$ cat config.mk
export PLATFORM = sky130hd
export DESIGN_NAME = pf_hint_filter
export DESIGN_NICKNAME = d
export VERILOG_FILES = /design/src/rtl/pf_hint_filter.sv
export SDC_FILE = /design/constraint.sdc
export NUM_CORES = 1
export LEC_CHECK = 0
export ABC_AREA = 1
export ABC_CLOCK_PERIOD_IN_PS = 2300
export BUFFER_PORTS_ARGS = -buffer_cell sky130_fd_sc_hd__buf_2
export CAP_MARGIN = 25
export CELL_PAD_IN_SITES_DETAIL_PLACEMENT = 0
export CELL_PAD_IN_SITES_GLOBAL_PLACEMENT = 1
export CORE_MARGIN = 3
export CORE_UTILIZATION = 30
export CTS_CLUSTER_DIAMETER = 100
export DETAILED_ROUTE_END_ITERATION = 10
export PLACE_DENSITY_LB_ADDON = 0.1
export SYNTH_ARGS = -nofsm -noshare
export SYNTH_HDL_FRONTEND = slang
export SYNTH_SLANG_ARGS = --single-unit
$ cat constraint.sdc
create_clock -name clk -period 2.3 [get_ports clk]
set_clock_uncertainty 0.15 [all_clocks]
set_input_delay 0.46 -clock clk [delete_from_list [all_inputs] [get_ports clk]]
set_output_delay 0.46 -clock clk [all_outputs]
set_load 0.005 [all_outputs]
$ cat src/rtl/pf_hint_filter.sv
module pf_hint_filter #(
  parameter int AW        = 32,
  parameter int GW        = 32,
  parameter int BLK_BYTES = 64,
  parameter int CW        = 2,
  parameter int MAX_MISS  = 2
) (
  input  logic          clk,
  input  logic          rst_n,
  input  logic          req_valid,
  output logic          req_ready,
  input  logic [AW-1:0] req_base,
  input  logic [6:0]    req_disp,
  input  logic          req_has_guard,
  input  logic [GW-1:0] req_guard,
  output logic [AW-1:0] lk_addr,
  input  logic          lk_hit,
  input  logic [CW-1:0] miss_cnt,
  output logic          fill_valid,
  output logic [AW-1:0] fill_addr,
  input  logic          fill_ready,
  output logic          drop_pulse,
  output logic [1:0]    drop_why
);
  localparam int OW = $clog2(BLK_BYTES);

  logic [AW-1:0] disp_bytes, eff_addr;
  logic          accept, guard_ok, busy;
  logic [1:0]    why;
  logic          unused_guard_bits;

  assign unused_guard_bits = ^req_guard[GW-1:1];

  assign disp_bytes = {{(AW-9){req_disp[6]}}, req_disp, 2'b00};
  assign eff_addr   = req_base + disp_bytes;
  assign lk_addr    = {eff_addr[AW-1:OW], {OW{1'b0}}};

  assign req_ready = !fill_valid;
  assign accept    = req_valid && req_ready;
  assign guard_ok  = !req_has_guard || req_guard[0];
  assign busy      = miss_cnt >= CW'(MAX_MISS);

  always_comb begin
    if (!guard_ok)   why = 2'd1;
    else if (lk_hit) why = 2'd2;
    else if (busy)   why = 2'd3;
    else             why = 2'd0;
  end

  always_ff @(posedge clk) begin
    if (!rst_n) begin
      fill_valid <= 1'b0;
      fill_addr  <= '0;
      drop_pulse <= 1'b0;
      drop_why   <= 2'd0;
    end else begin
      drop_pulse <= accept && (why != 2'd0);
      if (accept) drop_why <= why;
      if (fill_valid && fill_ready) fill_valid <= 1'b0;
      else if (accept && why == 2'd0) begin
        fill_valid <= 1'b1;
        fill_addr  <= lk_addr;
      end
    end
  end
endmodule

==> out/summary.txt, run 1 <==
layout cell share with drive strength beyond 1: 50.99%
crit path cell chain: buf_16 -> ha_4 -> nand2_4 -> buf_6 -> nor3_2 -> nand2_1 -> nand2_4 -> buf_12 -> xor2_4 -> buf_2
Placer Congestion: 0.8424
Max-cap violations: 0
clock sinks: 30
hold endpoint: fill_valid
hold path depth: 2
initial antenna violation count: 0
die height: 114.4 um
Final Non-Filler Cells: 1001
final instance area: 6416 um2
cell mode on critical path: nand2_4
DRC violations left: 0
initial drt markers: 153
RSZ-0062 raised after global routing: yes
clock root buffer master: clkbuf_16
die width: 114.4 um
R2R depth: 10
crit-path max cell delay: 0.34 ns
first-pass GRT wire length: 19870 um
kind of critical path: in -> out
Placeable Area: 11170 um2
grt total ovfl: 0
Pre-antenna DRT Iters: 4
Gate Count Post-Synth: 660
status: complete, but fails checks
Min-Delay Path Class: in -> reg
Detailed Route WL: 12780 um
reg-to-reg startpoint: fill_valid
Clock Latency Late Sink: 0.27 ns
Fillers: 1070
Antenna Cells: 0
Period minus WS final: 2.590 ns
Max VDD drop: 0.4501 mV
commonest cells after routing, fill and taps aside: 136 x nand2_1, 120 x inv_1, 89 x buf_2, 81 x buf_4, 76 x nand2_2
R2R Setup Slk: 0.74 ns
Synth Register Bits: 30
placed cell count: 958
placed instance area: 4634 um2
Die ar.: 13080 um2
commonest non-fill, non-tap cell in the layout: nand2_1
largest net degree at the start of global routing: 30
Pleak: 3.616 nW
number of buffers and inverters on the critical path: 4
DR vias: 4354
failing checks: setup timing
crit path DAT: 1.98 ns
Avg Inst Size Synth: 5.337 um2
hold path start: fill_ready
Layout Nets: 967
cell area after synthesis: 3522 um2
Peak Freq: 386.1 MHz
Tot GR Track Use: 18.87%
Seq/Total Area, Yosys: 17.05%
P&R area growth vs syn: 82.17%
io pins: 148
buffers added on ports: 101
row cnt: 38
Hold Vio Cnt, Final: 0
vias in the first global route: 4182
Critical Path Source Type: primary input
post-DP HPWL: 9563 um
Max clock buf depth: 2
Yosys cell types: 30
initial core utilization: 31.52%
post-DR vias/cell: 4.350
critical path capture point type: output pin
Power Density: 437.3 nW/um2
Pins Over Slew Limit: 0
yosys warns: 0
Final setup viols: 21
Final period util: 112.6%
CTS clk-pin slew, worst paths: 0.05 ns
worst-path fanout max: 4
htree depth: 2
CP required: 1.69 ns
CP max-delay cell: ha_4
family with the most delay on the worst path: simple AND/OR/NAND/NOR gates
post-layout worst setup margin: -0.2897 ns
Final ANT Viol Nets: 0
CTS tree: built
capturing point of the worst reg2reg path: fill_addr[14]
WL/cell: 12.76 um
CTS buffer count: 5
==> per-layer routing <==
layer	global-route usage (%)	wire length [um]	vias up
li1	-	-	2327
met1	26.54	5994	1916
met2	30.84	5975	93
met3	1.480	516	18
met4	5.542	290	0
met5	0	0	-
==> synth_stat cells <==
| cell type | n | area (um2) |
|---|---|---|
| and2_1 | 2 | 12.51 |
| inv_1 | 144 | 540.5 |
| o211ai_1 | 1 | 7.510 |
| clkbuf_1 | 2 | 7.510 |
| buf_2 | 4 | 20.02 |
| clkinv_1 | 2 | 7.510 |
| a211oi_1 | 1 | 7.510 |
| nand2_2 | 10 | 62.56 |
| o21ai_1 | 2 | 10.01 |
| a21o_1 | 1 | 7.510 |
| dfxtp_1 | 30 | 600.6 |
| conb_1 | 1 | 3.750 |
| o21bai_1 | 2 | 15.01 |
| o21ai_0 | 11 | 55.05 |
| xor2_2 | 2 | 32.53 |
| nor3_2 | 3 | 30.03 |
| xnor2_1 | 3 | 26.28 |
| nor2_1 | 88 | 330.3 |
| nand4_1 | 2 | 12.51 |
| nand2_1 | 235 | 882.1 |
| nand3_1 | 34 | 170.2 |
| ha_1 | 28 | 350.3 |
| buf_4 | 12 | 90.09 |
| a21oi_1 | 22 | 110.1 |
| xor2_1 | 8 | 70.07 |
| nand3_2 | 1 | 10.01 |
| nor2_2 | 5 | 31.28 |
| clkbuf_2 | 1 | 5.000 |
| inv_2 | 1 | 3.750 |
| nor3_1 | 2 | 10.01 |
==> kinds of logic (layout without fill, tap and decap cells) <==
| group | Yosys count | after routing | share of synthesized area [%] |
|---|---|---|---|
| AND/OR/NAND/NOR | 382 | 382 | 44.05 |
| XOR/XNOR | 13 | 13 | 3.659 |
| other | 1 | 12 | 0.1065 |
| flip-flops | 30 | 30 | 17.05 |
| AO/OA/AOI/OAI | 40 | 40 | 6.039 |
| buffers and inverters | 166 | 356 | 19.15 |
| adder cells (fa/ha/maj) | 28 | 28 | 9.947 |
==> power breakdown <==
group / switching [mW] / total, mW / internal (mW)
Clock: 0.212 / 0.640 / 0.427
Combinational: 0.824 / 1.61 / 0.782
Sequential: 0.0119 / 0.560 / 0.548
==> per-stage QoR <==
step	setup WS (ns)	utilization, %	power (mW)	hold WS, ns	TNS, ns
2_1_floorplan	0.1042	-	1.137	0.3080	0
3_3_place_gp	-0.5221	41.48	1.622	0.3035	-14.95
3_5_place_dp	-0.5129	41.48	1.627	0.3072	-15.22
4_1_cts	-0.1782	53.27	2.638	0.2071	-2.264
5_1_grt	-0.3240	57.42	3.001	0.2072	-5.232
6_report	-0.2897	57.42	2.806	0.2099	-3.081
==> what timing repair did <==
| item | in CTS | in global routing |
|---|---|---|
| gates resized for setup | 208 | 98 |
| endpoints found under the hold margin | 0 | 0 |
| pin swaps | 95 | 72 |
| hold buffers | 0 | 0 |
| setup endpoints to repair | 27 | 27 |
| setup buffers | 19 | 15 |
| cloned | 2 | 0 |
==> sequential cells by signal (all words and copies together) (netlist names) <==
| name | flops |
|---|---|
| drop_pulse | 1 |
| fill_addr | 26 |
| fill_valid | 1 |
| drop_why | 2 |
==> area by class of cell <==
| cell class | instances | area [um2] | share of cell area [%] |
|---|---|---|---|
| Multi-Input combinational cell | 475 | 3461 | 53.94 |
| Inverter | 147 | 554.3 | 8.639 |
| Clock buffer | 7 | 142.6 | 2.223 |
| Clock inverter | 1 | 5.005 | 0.07800 |
| Sequential cell | 30 | 600.6 | 9.360 |
| Tap cell | 140 | 175.2 | 2.730 |
| Timing Repair Buffer | 201 | 1478 | 23.03 |
==> worst max path at each step <==
stage,start,end,slack [ns],cells after the start
5_1_grt,req_disp[6],lk_addr[16],-0.32,10
3_5_place_dp,req_disp[6],lk_addr[26],-0.51,12
6_report,req_disp[6],lk_addr[16],-0.29,10
3_3_place_gp,req_disp[6],lk_addr[26],-0.52,12
4_1_cts,req_disp[6],lk_addr[24],-0.18,13
2_1_floorplan,req_base[11],lk_addr[17],0.10,9
Note: power is estimated with default switching activity, not from simulation.
==> run 2: changes to the inputs <==
--- a/config.mk
+++ b/config.mk
@@ -16,6 +16,7 @@
 export CTS_CLUSTER_DIAMETER = 100
 export DETAILED_ROUTE_END_ITERATION = 10
 export PLACE_DENSITY_LB_ADDON = 0.1
+export SETUP_SLACK_MARGIN = 0.15
 export SYNTH_ARGS = -nofsm -noshare
 export SYNTH_HDL_FRONTEND = slang
 export SYNTH_SLANG_ARGS = --single-unit
==> out/summary.txt, run 2 (same netlist as run 1, synthesis figures left out) <==
Final ANT Viol Nets: 0 (unchanged)
cell mode on critical path: nand2_1
RSZ-0062 raised after global routing: yes
Max VDD drop: 0.4312 mV (-4.2%)
Min-Delay Path Class: in -> reg
kind of critical path: in -> out
vias in the first global route: 4355 (+4.1%)
Tot GR Track Use: 19.60% (+0.74 points)
commonest cells after routing, fill and taps aside: 135 x nand2_1, 125 x inv_1, 94 x buf_2, 79 x buf_4, 77 x nand2_2
CTS clk-pin slew, worst paths: 0.05 ns (about the same)
DR vias: 4428 (+1.7%)
Critical Path Source Type: primary input
failing checks: setup timing
Reg with most FFs: fill_addr
Largest register FFs: 26 (unchanged)
clock root buffer master: clkbuf_16
worst-path fanout max: 5 (+1)
crit path cell chain: buf_16 -> ha_4 -> nand2_4 -> buf_6 -> nor3_2 -> nand2_1 -> nand2_2 -> nand2_2 -> nand2_1 -> nand2_1 -> nand2_1 -> buf_2
Antenna Cells: 0 (unchanged)
initial core utilization: 31.52% (unchanged)
Layout Nets: 981 (+1.4%)
CTS buffer count: 5 (unchanged)
DRC violations left: 0 (unchanged)
post-DP HPWL: 9667 um (+1.1%)
Pre-antenna DRT Iters: 4 (unchanged)
status: complete, but fails checks
crit path DAT: 1.89 ns (-0.09 ns)
clock sinks: 30 (unchanged)
initial antenna violation count: 0 (unchanged)
io pins: 148 (unchanged)
largest net degree at the start of global routing: 42 (+40%)
hold-fix buffers at CTS: 0 (unchanged)
first-pass GRT wire length: 20600 um (+3.7%)
Power Density: 447.3 nW/um2 (+2.3%)
Hold Slack: 0.2108 ns (+0.0009350 ns)
Final setup viols: 24 (+14%)
htree depth: 2 (unchanged)
layout cell share with drive strength beyond 1: 52.23% (+1.2 points)
crit-path max cell delay: 0.31 ns (-0.03 ns)
Tot Pwr: 2.966 mW (+5.7%)
Placer Congestion: 0.8587 (+1.9%)
initial drt markers: 129 (-16%)
CTS tree: built
Fillers: 1071 (+0.093%)
final core occ: 59.34% (+1.9 points)
Final period util: 108.6% (-4.0 points)
Die ar.: 13080 um2 (unchanged)
buffers added on ports: 101 (unchanged)
die height: 114.4 um (unchanged)
Clock Latency Late Sink: 0.27 ns (about the same)
Peak Freq: 400.4 MHz (+3.7%)
P&R area growth vs syn: 88.24%
row cnt: 38 (unchanged)
Max-cap violations: 0 (unchanged)
Placeable Area: 11170 um2 (unchanged)
sequential cell area: 600.6 um2 (unchanged)
post-layout worst setup margin: -0.1977 ns (+0.09201 ns)
WL/cell: 12.80 um (+0.26%)
Hold Vio Cnt, Final: 0 (unchanged)
grt total ovfl: 0 (unchanged)
Detailed Route WL: 12990 um (+1.7%)
commonest non-fill, non-tap cell in the layout: nand2_1
biggest regs: fill_addr x26, drop_why x2
die width: 114.4 um (unchanged)
CP max-delay cell: ha_4
post-DR vias/cell: 4.363 (+0.30%)
Period minus WS final: 2.498 ns (-0.09201 ns)
Pleak: 3.728 nW (+3.1%)
CP required: 1.69 ns (about the same)
Pins Over Slew Limit: 0 (unchanged)
Multi-input gate area: 3512 um2 (+1.5%)
Max clock buf depth: 2 (unchanged)
critical path capture point type: output pin
## run 2: layout make-up
class / instances / share of cell area, %
Inverter: 147 / 8.473
Multi-Input combinational cell: 475 / 52.97
Sequential cell: 30 / 9.058
Clock buffer: 8 / 2.510
Timing Repair Buffer: 215 / 24.34
Tap cell: 140 / 2.642
## run 2: per-stage QoR
step	cells	setup TNS (ns)	instance area (um2)	setup slack (ns)
after floorplan	671	0	3613	0.1466
after CTS	1007	-2.268	6175	-0.1517
after detailed placement	957	-17.16	4664	-0.5970
after global placement	957	-16.03	4664	-0.6040
after global routing	1015	-4.633	6630	-0.2405
final	1015	-2.509	6630	-0.1977
## run 2: per-layer routing
layer | GRT usage, % | share of wire, % | vias to the layer above
met1 | 25.86 | 46 | 1976
met5 | 0 | 0 | -
met2 | 34.19 | 49 | 83
met4 | 5.226 | 1.4 | 0
met3 | 1.797 | 4.2 | 13
li1 | - | - | 2356
## run 2: final timing paths
kind | startpoint | endpoint | slack, ns | cells after the start
min | fill_ready | fill_valid | 0.21 | 2
max | req_disp[6] | lk_addr[24] | -0.20 | 12
max reg2reg | fill_valid | fill_addr[20] | 0.67 | 9
min reg2reg | drop_why[1] | drop_why[1] | 0.31 | 2
## run 2: where the power goes
| group | total [mW] | switching, mW | leakage (nW) | internal (mW) |
|---|---|---|---|---|
| clock network | 0.701 | 0.213 | 0.0832 | 0.488 |
| registers | 0.560 | 0.0121 | 0.245 | 0.548 |
| logic | 1.70 | 0.849 | 3.40 | 0.856 |
| total | 2.97 | 1.07 | 3.73 | 1.89 |
## run 2: worst max-delay path: cells and delay by family
kind | cells | cell delay (ns)
and+or+nand+nor | 8 | 0.74
adders and majority gates | 1 | 0.31
buffers and inverters | 3 | 0.37
## run 2: what timing repair did
item / 4_1_cts / 5_1_grt
setup endpoints to repair: 45 / 32
resized for setup: 210 / 109
buffers inserted: 39 / 8
pin swaps: 81 / 78
cloned: 3 / 0
